==> config.mk <==
export PLATFORM = sky130hd
export DESIGN_NAME = carrier_track
export DESIGN_NICKNAME = d
export VERILOG_FILES = /design/src/rtl/crl_pkg.sv /design/src/rtl/crl_sincos.sv /design/src/rtl/crl_ctrl.sv /design/src/rtl/crl_datapath.sv /design/src/rtl/carrier_track.sv
export SDC_FILE = /design/constraint.sdc
export NUM_CORES = 2
export LEC_CHECK = 0
export BUFFER_PORTS_ARGS = -buffer_cell sky130_fd_sc_hd__buf_2
export CAP_MARGIN = 25
export CORE_MARGIN = 3
export CORE_UTILIZATION = 59
export CTS_BUF_LIST = sky130_fd_sc_hd__clkbuf_16
export DETAILED_ROUTE_END_ITERATION = 10
export HOLD_SLACK_MARGIN = 0.03
export PLACE_DENSITY = 0.76
export SLEW_MARGIN = 0
export SYNTH_ARGS = -nofsm -noshare
export SYNTH_HDL_FRONTEND = slang
export SYNTH_SLANG_ARGS = --single-unit
export TNS_END_PERCENT = 50
==> constraint.sdc <==
create_clock -name clk -period 12.41 [get_ports clk]
set_input_delay 1.8615 -clock clk [delete_from_list [all_inputs] [get_ports clk]]
set_output_delay 1.8615 -clock clk [all_outputs]
set_load 0.02 [all_outputs]
==> src/rtl/crl_pkg.sv <==
`timescale 1ns/1ps
package crl_pkg;
  typedef struct packed {
    logic capture;  // latch a de-rotated sample
    logic update;   // advance filter and accumulator
    logic wipe;     // zero filter and accumulator
  } crl_strobe_t;
endpackage

==> src/rtl/crl_sincos.sv <==
`timescale 1ns/1ps
module crl_sincos #(
  parameter int ADDR_W = 8,
  parameter int TRIG_W = 10
) (
  input  logic        [ADDR_W-1:0] addr,
  output logic signed [TRIG_W-1:0] sinV,
  output logic signed [TRIG_W-1:0] cosV
);
  localparam int IDX_W = ADDR_W - 2;
  localparam int QUART = 1 << IDX_W;
  localparam int AMP   = (1 << (TRIG_W - 1)) - 1;

  // Quarter-wave magnitude at bin centre, Taylor series evaluated at elaboration
  function automatic int quarterVal(input int j);
    real x, term, acc;
    x = 2.0 * 3.14159265358979323846 * (real'(j) + 0.5) / real'(1 << ADDR_W);
    term = x;
    acc = x;
    for (int n = 1; n <= 9; n++) begin
      term = -term * x * x / real'((2 * n) * (2 * n + 1));
      acc = acc + term;
    end
    return $rtoi(real'(AMP) * acc + 0.5);
  endfunction

  logic signed [TRIG_W-1:0] qtab [QUART];
  logic signed [TRIG_W-1:0] trig [2];

  for (genvar j = 0; j < QUART; j++) begin : g_tab
    assign qtab[j] = TRIG_W'(quarterVal(j));
  end

  // lane 0 = sine, lane 1 = cosine (address advanced by a quarter turn)
  for (genvar k = 0; k < 2; k++) begin : g_lane
    logic        [ADDR_W-1:0] laneAddr;
    logic        [IDX_W-1:0]  idx;
    logic signed [TRIG_W-1:0] mag;
    assign laneAddr = addr + ADDR_W'(k * QUART);
    assign idx      = laneAddr[ADDR_W-2] ? ~laneAddr[IDX_W-1:0] : laneAddr[IDX_W-1:0];
    assign mag      = qtab[idx];
    assign trig[k]  = laneAddr[ADDR_W-1] ? -mag : mag;
  end

  assign sinV = trig[0];
  assign cosV = trig[1];
endmodule

==> src/rtl/crl_ctrl.sv <==
`timescale 1ns/1ps
module crl_ctrl
  import crl_pkg::*;
(
  input  logic        clk,
  input  logic        rstN,
  input  logic        clear,
  input  logic        inValid,
  output crl_strobe_t stb,
  output logic        outValid
);
  always_ff @(posedge clk or negedge rstN) begin
    if (!rstN) outValid <= 1'b0;
    else       outValid <= inValid & ~clear;
  end

  assign stb.capture = inValid & ~clear;
  assign stb.update  = outValid & ~clear;
  assign stb.wipe    = clear;

  // an accepted sample shows up one cycle later
  p_valid_follow_r1: assert property (@(posedge clk) disable iff (!rstN)
    (inValid && !clear) |=> outValid);

  // update and wipe never coincide
  p_update_wipe_excl_r8: assert property (@(posedge clk) disable iff (!rstN)
    $onehot0({stb.update, clear}));
endmodule

==> src/rtl/crl_datapath.sv <==
`timescale 1ns/1ps
module crl_datapath
  import crl_pkg::*;
#(
  parameter int SAMPLE_W = 10,
  parameter int TRIG_W   = 10,
  parameter int PH_W     = 16,
  parameter int ADDR_W   = 8,
  parameter int INT_W    = 16,
  parameter int SHIFT_W  = 4
) (
  input  logic                       clk,
  input  logic                       rstN,
  input  crl_strobe_t                stb,
  input  logic signed [SAMPLE_W-1:0] inI,
  input  logic signed [SAMPLE_W-1:0] inQ,
  input  logic                       qpskMode,
  input  logic        [SHIFT_W-1:0]  propShift,
  input  logic        [SHIFT_W-1:0]  intShift,
  output logic signed [SAMPLE_W:0]   outI,
  output logic signed [SAMPLE_W:0]   outQ,
  output logic        [PH_W-1:0]     phaseAcc,
  output logic signed [INT_W-1:0]    integ
);
  localparam int OUT_W  = SAMPLE_W + 1;
  localparam int ERR_W  = SAMPLE_W + 3;
  localparam int WIDE_W = 32;
  localparam int FRAC   = TRIG_W - 1;
  localparam int IntHi  = (1 << (INT_W - 1)) - 1;
  localparam int IntLo  = -(1 << (INT_W - 1));

  logic signed [TRIG_W-1:0] sinV, cosV;
  logic signed [OUT_W-1:0]  rotI, rotQ;
  logic signed [ERR_W-1:0]  exI, exQ, termA, termB, phErr;
  logic signed [WIDE_W-1:0] intSum, steer;
  logic signed [INT_W-1:0]  intNext;
  logic        [PH_W-1:0]   phaseNext;

  crl_sincos #(.ADDR_W(ADDR_W), .TRIG_W(TRIG_W)) sincos_i (
    .addr (phaseAcc[PH_W-1 -: ADDR_W]),
    .sinV (sinV),
    .cosV (cosV)
  );

  // De-rotation by the negative of the accumulator angle
  always_comb begin
    rotI = OUT_W'((WIDE_W'(inI) * WIDE_W'(cosV) + WIDE_W'(inQ) * WIDE_W'(sinV)) >>> FRAC);
    rotQ = OUT_W'((WIDE_W'(inQ) * WIDE_W'(cosV) - WIDE_W'(inI) * WIDE_W'(sinV)) >>> FRAC);
  end

  // Decision-directed detector on the registered corrected sample
  always_comb begin
    exI   = ERR_W'(outI);
    exQ   = ERR_W'(outQ);
    termA = outI[OUT_W-1] ? -exQ : exQ;
    termB = outQ[OUT_W-1] ? -exI : exI;
    phErr = qpskMode ? (termA - termB) : termA;
  end

  // Proportional-plus-integral filter and accumulator step
  always_comb begin
    intSum = WIDE_W'(integ) + (WIDE_W'(phErr) >>> intShift);
    if (intSum > IntHi)      intNext = INT_W'(IntHi);
    else if (intSum < IntLo) intNext = INT_W'(IntLo);
    else                     intNext = INT_W'(intSum);
    steer     = (WIDE_W'(phErr) >>> propShift) + WIDE_W'(intNext);
    phaseNext = phaseAcc + PH_W'(steer);
  end

  always_ff @(posedge clk or negedge rstN) begin
    if (!rstN) begin
      outI <= '0;
      outQ <= '0;
    end else if (stb.capture) begin
      outI <= rotI;
      outQ <= rotQ;
    end
  end

  always_ff @(posedge clk or negedge rstN) begin
    if (!rstN) begin
      phaseAcc <= '0;
      integ    <= '0;
    end else if (stb.wipe) begin
      phaseAcc <= '0;
      integ    <= '0;
    end else if (stb.update) begin
      phaseAcc <= phaseNext;
      integ    <= intNext;
    end
  end

  // outputs hold without an accepted sample
  p_out_hold_r1: assert property (@(posedge clk) disable iff (!rstN)
    !stb.capture |=> ($stable(outI) && $stable(outQ)));

  // clear leaves phase and integrator at zero
  p_wipe_zero_r8: assert property (@(posedge clk) disable iff (!rstN)
    stb.wipe |=> (phaseAcc == '0 && integ == '0));

  // loop state holds between updates
  p_idle_hold_r10: assert property (@(posedge clk) disable iff (!rstN)
    (!stb.update && !stb.wipe) |=> ($stable(phaseAcc) && $stable(integ)));

  // integrator pinned at its upper limit by a non-negative error
  p_sat_top_r6: assert property (@(posedge clk) disable iff (!rstN)
    (stb.update && !stb.wipe && integ == INT_W'(IntHi) && !phErr[ERR_W-1])
      |=> integ == INT_W'(IntHi));

  // integrator pinned at its lower limit by a non-positive error
  p_sat_bot_r6: assert property (@(posedge clk) disable iff (!rstN)
    (stb.update && !stb.wipe && integ == INT_W'(IntLo) && (phErr[ERR_W-1] || phErr == '0))
      |=> integ == INT_W'(IntLo));
endmodule

==> src/rtl/carrier_track.sv <==
`timescale 1ns/1ps
module carrier_track
  import crl_pkg::*;
#(
  parameter int SAMPLE_W = 10,
  parameter int TRIG_W   = 10,
  parameter int PH_W     = 16,
  parameter int ADDR_W   = 8,
  parameter int INT_W    = 16,
  parameter int SHIFT_W  = 4
) (
  input  logic                       clk,
  input  logic                       rstN,
  input  logic                       clear,
  input  logic                       inValid,
  input  logic signed [SAMPLE_W-1:0] inI,
  input  logic signed [SAMPLE_W-1:0] inQ,
  input  logic                       qpskMode,
  input  logic        [SHIFT_W-1:0]  propShift,
  input  logic        [SHIFT_W-1:0]  intShift,
  output logic                       outValid,
  output logic signed [SAMPLE_W:0]   outI,
  output logic signed [SAMPLE_W:0]   outQ,
  output logic        [PH_W-1:0]     phase,
  output logic signed [INT_W-1:0]    freqEst
);
  crl_strobe_t stb;

  crl_ctrl ctrl_i (
    .clk      (clk),
    .rstN     (rstN),
    .clear    (clear),
    .inValid  (inValid),
    .stb      (stb),
    .outValid (outValid)
  );

  crl_datapath #(
    .SAMPLE_W (SAMPLE_W),
    .TRIG_W   (TRIG_W),
    .PH_W     (PH_W),
    .ADDR_W   (ADDR_W),
    .INT_W    (INT_W),
    .SHIFT_W  (SHIFT_W)
  ) dp_i (
    .clk       (clk),
    .rstN      (rstN),
    .stb       (stb),
    .inI       (inI),
    .inQ       (inQ),
    .qpskMode  (qpskMode),
    .propShift (propShift),
    .intShift  (intShift),
    .outI      (outI),
    .outQ      (outQ),
    .phaseAcc  (phase),
    .integ     (freqEst)
  );
endmodule

Yosys cells after proc, flatten, opt, wreduce, memory -nomap -nowiden
Memory sizes are Yosys's and may differ from the RTL's.
Index checks and enable logic that the tools add are counted.

cells by class
  add/sub/neg operators = 11
  $mul = 4
  magnitude comparators = 4
  shift operators = 2
  multiplexer cells = 17
  bitwise logic cells = 7
  reduce and logical (&&, ||, !) cells = 1

operators with widths
  operator              number
  $mux 16               6
  $mul 10x10->20        4
  $mux 10               6
  $mux 13               3
  $add 16x16->16        2
  $add 16x32->32        1
  $gt 32x16->1 const B  1
  $lt 32x16->1 const B  1
  $sshr 13x4->32        1
  $neg 11->13           2
  $add 20x20->20        1
  $neg 10->10           2
  $sub 20x20->20        1
  $sshr 13x4->16        1
  $ge 7x7->1 const B    2
  $not 6->7             2
  $sub 13x13->13        1
  $mux 6                2
  $not 6->6             2
  $add 8x7->8 const B   1
  $and 1x1->1           2
  $reduce_bool 2->1     1
  $not 1->1             1

storage, ports and cells
  register bits = 55
  bits in read-only memories = 1280
  input bits = 33
  output and inout bits = 55
  memories kept = 2

memory list
  memory            depth  bits a word  rd ports  clocked after Yosys merged registers in  write ports  RTL line          source
  (name not given)  64     10           1         0                                        0            crl_sincos.sv:41  assign mag = qtab[idx];
  (name not given)  64     10           1         0                                        0            crl_sincos.sv:41

Logic depth before layout (Yosys ltp)
  word-level depth = 13
  gate-level depth with buffers = 48

Hierarchy
A second synthesis with hierarchy kept.

second synthesis, totals
  cell total of the unflattened synthesis = 2970
  area, all modules = 25518.2 sq um

by module, submodules not included
  module        times used  cells each  area each (sq um)  sequential area each (sq um)
  crl_datapath  1           2417        21844.7            1351.3
  crl_sincos    1           549         3628.5             0.0
  crl_ctrl      1           4           45.0               25.0

Worst setup path after synthesis
Ideal clock, no wire load.

  kind = register -> register
  from = register dp_i.phaseAcc[14]
  to = register dp_i.outQ[9]
  setup time = 133 ps
  arrival time = 9948 ps
  slack = 2328 ps
  cell stages (with the launch flop) = 43
  clock period less this slack = 10082 ps
  path through = dfrtp_1 > buf_2 > buf_2 > buf_2 > buf_2 > buf_2 > buf_1 > xnor2_1 > ha_1 > clkbuf_1 > nand3b_1 > o31ai_1 > nand2_1 > nand4b_1 > nor2_1 > o31ai_1 > nor2b_1 > nand4b_1 > (+7 left out) > inv_1 > fa_1 > fa_1 > fa_1 > inv_1 > fa_1 > inv_1 > fa_1 > inv_1 > ha_1 > a21o_1 > a41o_1 > a211oi_1 > a21oi_1 > o21a_1 > or3_1 > o21ai_0 > o21ai_0

between the ends
  cells in the longest elaborated chain, start to end = 10
  elaborated cells between the ends (all ways) = 18
  classes of those cells = add/sub: 4; mul: 2; mux: 8; bitwise: 2; memory: 2

ends and longest elaborated chain
  element                                      RTL line            source
  start: declaration                           crl_datapath.sv:22  output logic [PH_W-1:0] phaseAcc,
  start signal: assignment                     crl_datapath.sv:88  phaseAcc <= phaseNext;
  $add 8x7->8                                  crl_sincos.sv:39    assign laneAddr = addr + ADDR_W'(k * QUART);
  $mux 6                                       crl_sincos.sv:40    assign idx = laneAddr[ADDR_W-2] ? ~laneAddr[IDX_W-1:0] : laneAddr[IDX_W-1:0];
  $not 6->7 (implied by the code)              crl_sincos.sv:41
  $mem_v2 64x10                                n/a
  $mux 10 (implied by the code) (2 in series)  crl_sincos.sv:41
  $neg 10->10                                  crl_sincos.sv:42    assign trig[k] = laneAddr[ADDR_W-1] ? -mag : mag;
  $mux 10                                      crl_sincos.sv:42
  $mul 10x10->20                               crl_datapath.sv:48  rotQ = OUT_W'((WIDE_W'(inQ) * WIDE_W'(cosV) - WIDE_W'(inI) * WIDE_W'(sinV)) >>> FRAC);
  $sub 20x20->20 (*)                           crl_datapath.sv:48
  end signal: assignment                       crl_datapath.sv:76  outQ <= rotQ;
  end: declaration                             crl_datapath.sv:21  output logic signed [SAMPLE_W:0] outQ,

Every way passes the cells marked *; elsewhere a longest branch is shown, timed or not. The select of a mux whose other input is x is not followed.
A chain may end at the register's enable or synchronous reset.

Worst setup path in the final report
  from = register dp_i.outI[10]
  to = register dp_i.phaseAcc[15]

between the ends
  cells in the longest elaborated chain, start to end = 13
  elaborated cells between the ends (all ways) = 16
  classes of those cells = add/sub: 5; order compare: 2; shift: 2; mux: 7

ends and longest elaborated chain
  element                   RTL line            source
  start: declaration        crl_datapath.sv:20  output logic signed [SAMPLE_W:0] outI,
  start signal: assignment  crl_datapath.sv:75  outI <= rotI;
  $neg 11->13               crl_datapath.sv:56  termB = outQ[OUT_W-1] ? -exI : exI;
  $mux 13                   crl_datapath.sv:56
  $sub 13x13->13            crl_datapath.sv:57  phErr = qpskMode ? (termA - termB) : termA;
  $mux 13 (*)               crl_datapath.sv:57
  $sshr 13x4->32            crl_datapath.sv:62  intSum = WIDE_W'(integ) + (WIDE_W'(phErr) >>> intShift);
  $add 16x32->32            crl_datapath.sv:62
  $lt 32x16->1              crl_datapath.sv:64  else if (intSum < IntLo) intNext = INT_W'(IntLo);
  $mux 16                   crl_datapath.sv:64
  $mux 16                   crl_datapath.sv:63  if (intSum > IntHi) intNext = INT_W'(IntHi);
  $add 16x16->16 (*)        crl_datapath.sv:66  steer = (WIDE_W'(phErr) >>> propShift) + WIDE_W'(intNext);
  $add 16x16->16 (*)        crl_datapath.sv:67  phaseNext = phaseAcc + PH_W'(steer);
  $mux 16 (*)               crl_datapath.sv:87  end else if (stb.update) begin
  $mux 16 (*)               crl_datapath.sv:84  end else if (stb.wipe) begin

Marked as above.

==> summary.txt <==
Run status
  – Outcome: complete, no violations

Floorplanning
  – Initial Util: 60.4%
  – Die Wd: 209 µm
  – Core Box Area: 40100 µm²
  – Row count: 73
  – Die Y: 209 µm
  – Ports: 88
  – Die area: 43500 µm²

Synthesis
  – Synth top area cells: fa_1, ha_1, inv_1, dfrtp_1, nand2_1
  – Post-synth top area share: 37.5%
  – Post-synth EDFFs: 0
  – Seq/Total Area, Yosys: 5.68%
  – Synthesized area: 24200 µm²
  – Seq cells post-synth: 55
  – Primary FF master, synth: dfrtp_1
  – Synth async-reset ratio: 100%
  – Synth Warn #: 0
  – Syn Nets: 3506
  – Post-synth top cells: fa_1, inv_1, nand2_1, ha_1, nor2_1
  – Syn_area_per_cell: 8.60 µm²
  – Post-synth top area cell: fa_1
  – Syn Inst Count: 2816
  – Cell variety after synth: 84
  – Most common cell in the netlist: fa_1

Drt
  – Met1 Routed Length: 28200 µm
  – Top Metal Used: met5
  – Post-Route WL: 67100 µm
  – DRC viols: 0
  – Vias per cell: 6.03
  – Met3 Routed Length: 5800 µm
  – Final ANT Viol Nets: 0
  – Vias: 19994
  – Initial DRC count: 1721
  – Wirelength per Cell: 20.2 µm
  – Met2 wire len: 30600 µm
  – Pre-antenna DRT Iters: 5

Clock tree
  – CTS Hold Buffers Added: 0
  – Setup Fix Bufs, Post-CTS: 0
  – CTS tree: yes
  – Max H-tree Level: 2
  – Clock-pin slew on the worst setup and hold paths: 0.09 ns
  – CTS buffer count: 5
  – Post_cts resized: 0
  – Clk root buf: clkbuf_16
  – Clk_lat worst skew: 0.31 ns
  – Sink Count: 55
  – Clk buf depth: 2

Timing
  – RSZ-0062 raised after global routing: no
  – Fin. max-slew vios: 0
  – Relative slew margins: 33.4%
  – Crit share post-route: 89.7%
  – Final Hold Vio Count: 0
  – Fin Clk Skew: 0.0142 ns
  – Period minus WS final: 11.13 ns
  – Worst-Margin Slew: 0.995 ns
  – TNS Setup: 0 ns
  – Fmax: 89.8 MHz
  – Setup violators final: 0

Finish
  – Fin cells: 3318
  – Final Cell Area: 25200 µm²
  – Share of cells above drive strength 1: 6.84%
  – Final Util: 62.9%
  – Area Growth Syn to Fin: 4.10%
  – Layout Nets: 3481

Min path
  – Worst Hold Class: reg2reg

Place
  – Placed Cells: 3309
  – Post-placement cell area: 25100 µm²
  – HPWL after DPL: 52800 µm
  – GP Congestion: 0.955
  – PortBufs: 87

Critical path
  – Crit-path slowest cell: dfrtp_1
  – CP peak stage delay: 0.83 ns
  – Most common cell on crit path: a21oi_1
  – CP max FO: 22
  – Crit path launch type: flip-flop
  – Critical Setup Path Class: reg2reg
  – Worst EP required: 12.66 ns
  – Critical path capture point type: flip-flop
  – Critical Path AT: 11.38 ns

GRT
  – First-pass GRT wire length: 110000 µm
  – Initial antenna violation count: 2
  – Largest net degree at the start of global routing: 56
  – Grt total ovfl: 0
  – GRT Resource Usage Total: 31.1%
  – Vias in the first global route: 20824

Run
  – Max-Cap Viols: 0
## sequential cells by signal, indices dropped and copies added (netlist names)
| signal | count |
|---|---|
| dp_i.integ | 16 |
| dp_i.phaseAcc | 16 |
| ctrl_i.outValid | 1 |
| dp_i.outI | 11 |
| dp_i.outQ | 11 |
## worst paths after layout
path	from	endpoint	slack (ns)	cells past startpoint
worst min-delay path	dp_i.integ[0]	dp_i.integ[0]	0.57	2
min in group asynchronous	rstN	dp_i.integ[12]	1.70	2
max in group asynchronous	rstN	dp_i.phaseAcc[11]	10.14	2
worst min register to register	dp_i.integ[0]	dp_i.integ[0]	0.57	2
worst max-delay path	dp_i.outI[10]	dp_i.phaseAcc[15]	1.28	43
worst max register to register	dp_i.outI[10]	dp_i.phaseAcc[15]	1.28	43
## routing by layer
layer	vias up	track usage (%)
met3	144	4.71
met1	9957	44.5
met2	934	49.2
met4	2	10.4
met5	-	0
li1	8957	-
## layout by cell type, fill, tap and decap left out, types with 11 or more instances in the layout
cell type,instances
o21ai_0,123
a211oi_1,33
nor2b_1,52
o31ai_1,22
mux2i_1,40
or3_1,12
inv_1,445
buf_2,87
fa_1,454
nand3_1,21
o211ai_1,11
buf_4,43
nand3b_1,13
a21oi_1,97
nor2_1,169
xor2_1,41
ha_1,203
o21a_1,15
nand2b_1,42
o22ai_1,15
nand2_1,320
and2_1,146
a21o_1,16
dfrtp_1,53
xnor2_1,78
nor3_1,27
## metrics by stage
step | setup WS [ns] | hold slack, ns
finish | 1.28 | 0.572
global placement | 1.45 | 0.537
CTS | 1.43 | 0.566
floorplan | 2.33 | 0.600
global route | 0.509 | 0.604
detailed placement | 1.40 | 0.544
## worst max-delay path, delay by kind of cell, from the launching register on
kind | cells | cell delay [ns]
compound gates | 23 | 5.08
simple gates | 7 | 0.95
mux | 3 | 0.98
buf+inv | 2 | 0.24
flops | 1 | 0.83
fa+ha+maj | 6 | 2.35
xor+xnor | 2 | 0.59
## cell type report
class / count / area [µm²]
clock buffer: 5 / 125
timing repair buffer: 131 / 769
multi-input combinational: 2147 / 20600
inverter: 451 / 1690
tap: 525 / 657
clock inverter: 3 / 23.8
fill: 3396 / 14900
sequential: 55 / 1380
antenna: 1 / 2.50
## cell families after synthesis
family / Yosys count / synth area share [%]
AO/OA/AOI/OAI: 452 / 12.2
XOR/XNOR: 126 / 4.65
adder cells (fa/ha/maj): 657 / 48.0
buffers and inverters: 614 / 9.60
flip-flops: 55 / 5.68
multiplexers: 54 / 2.63
AND/OR/NAND/NOR: 858 / 17.2
Power is not shown: default switching activity piles up to over one toggle a cycle in this logic, so the estimate is an artifact.
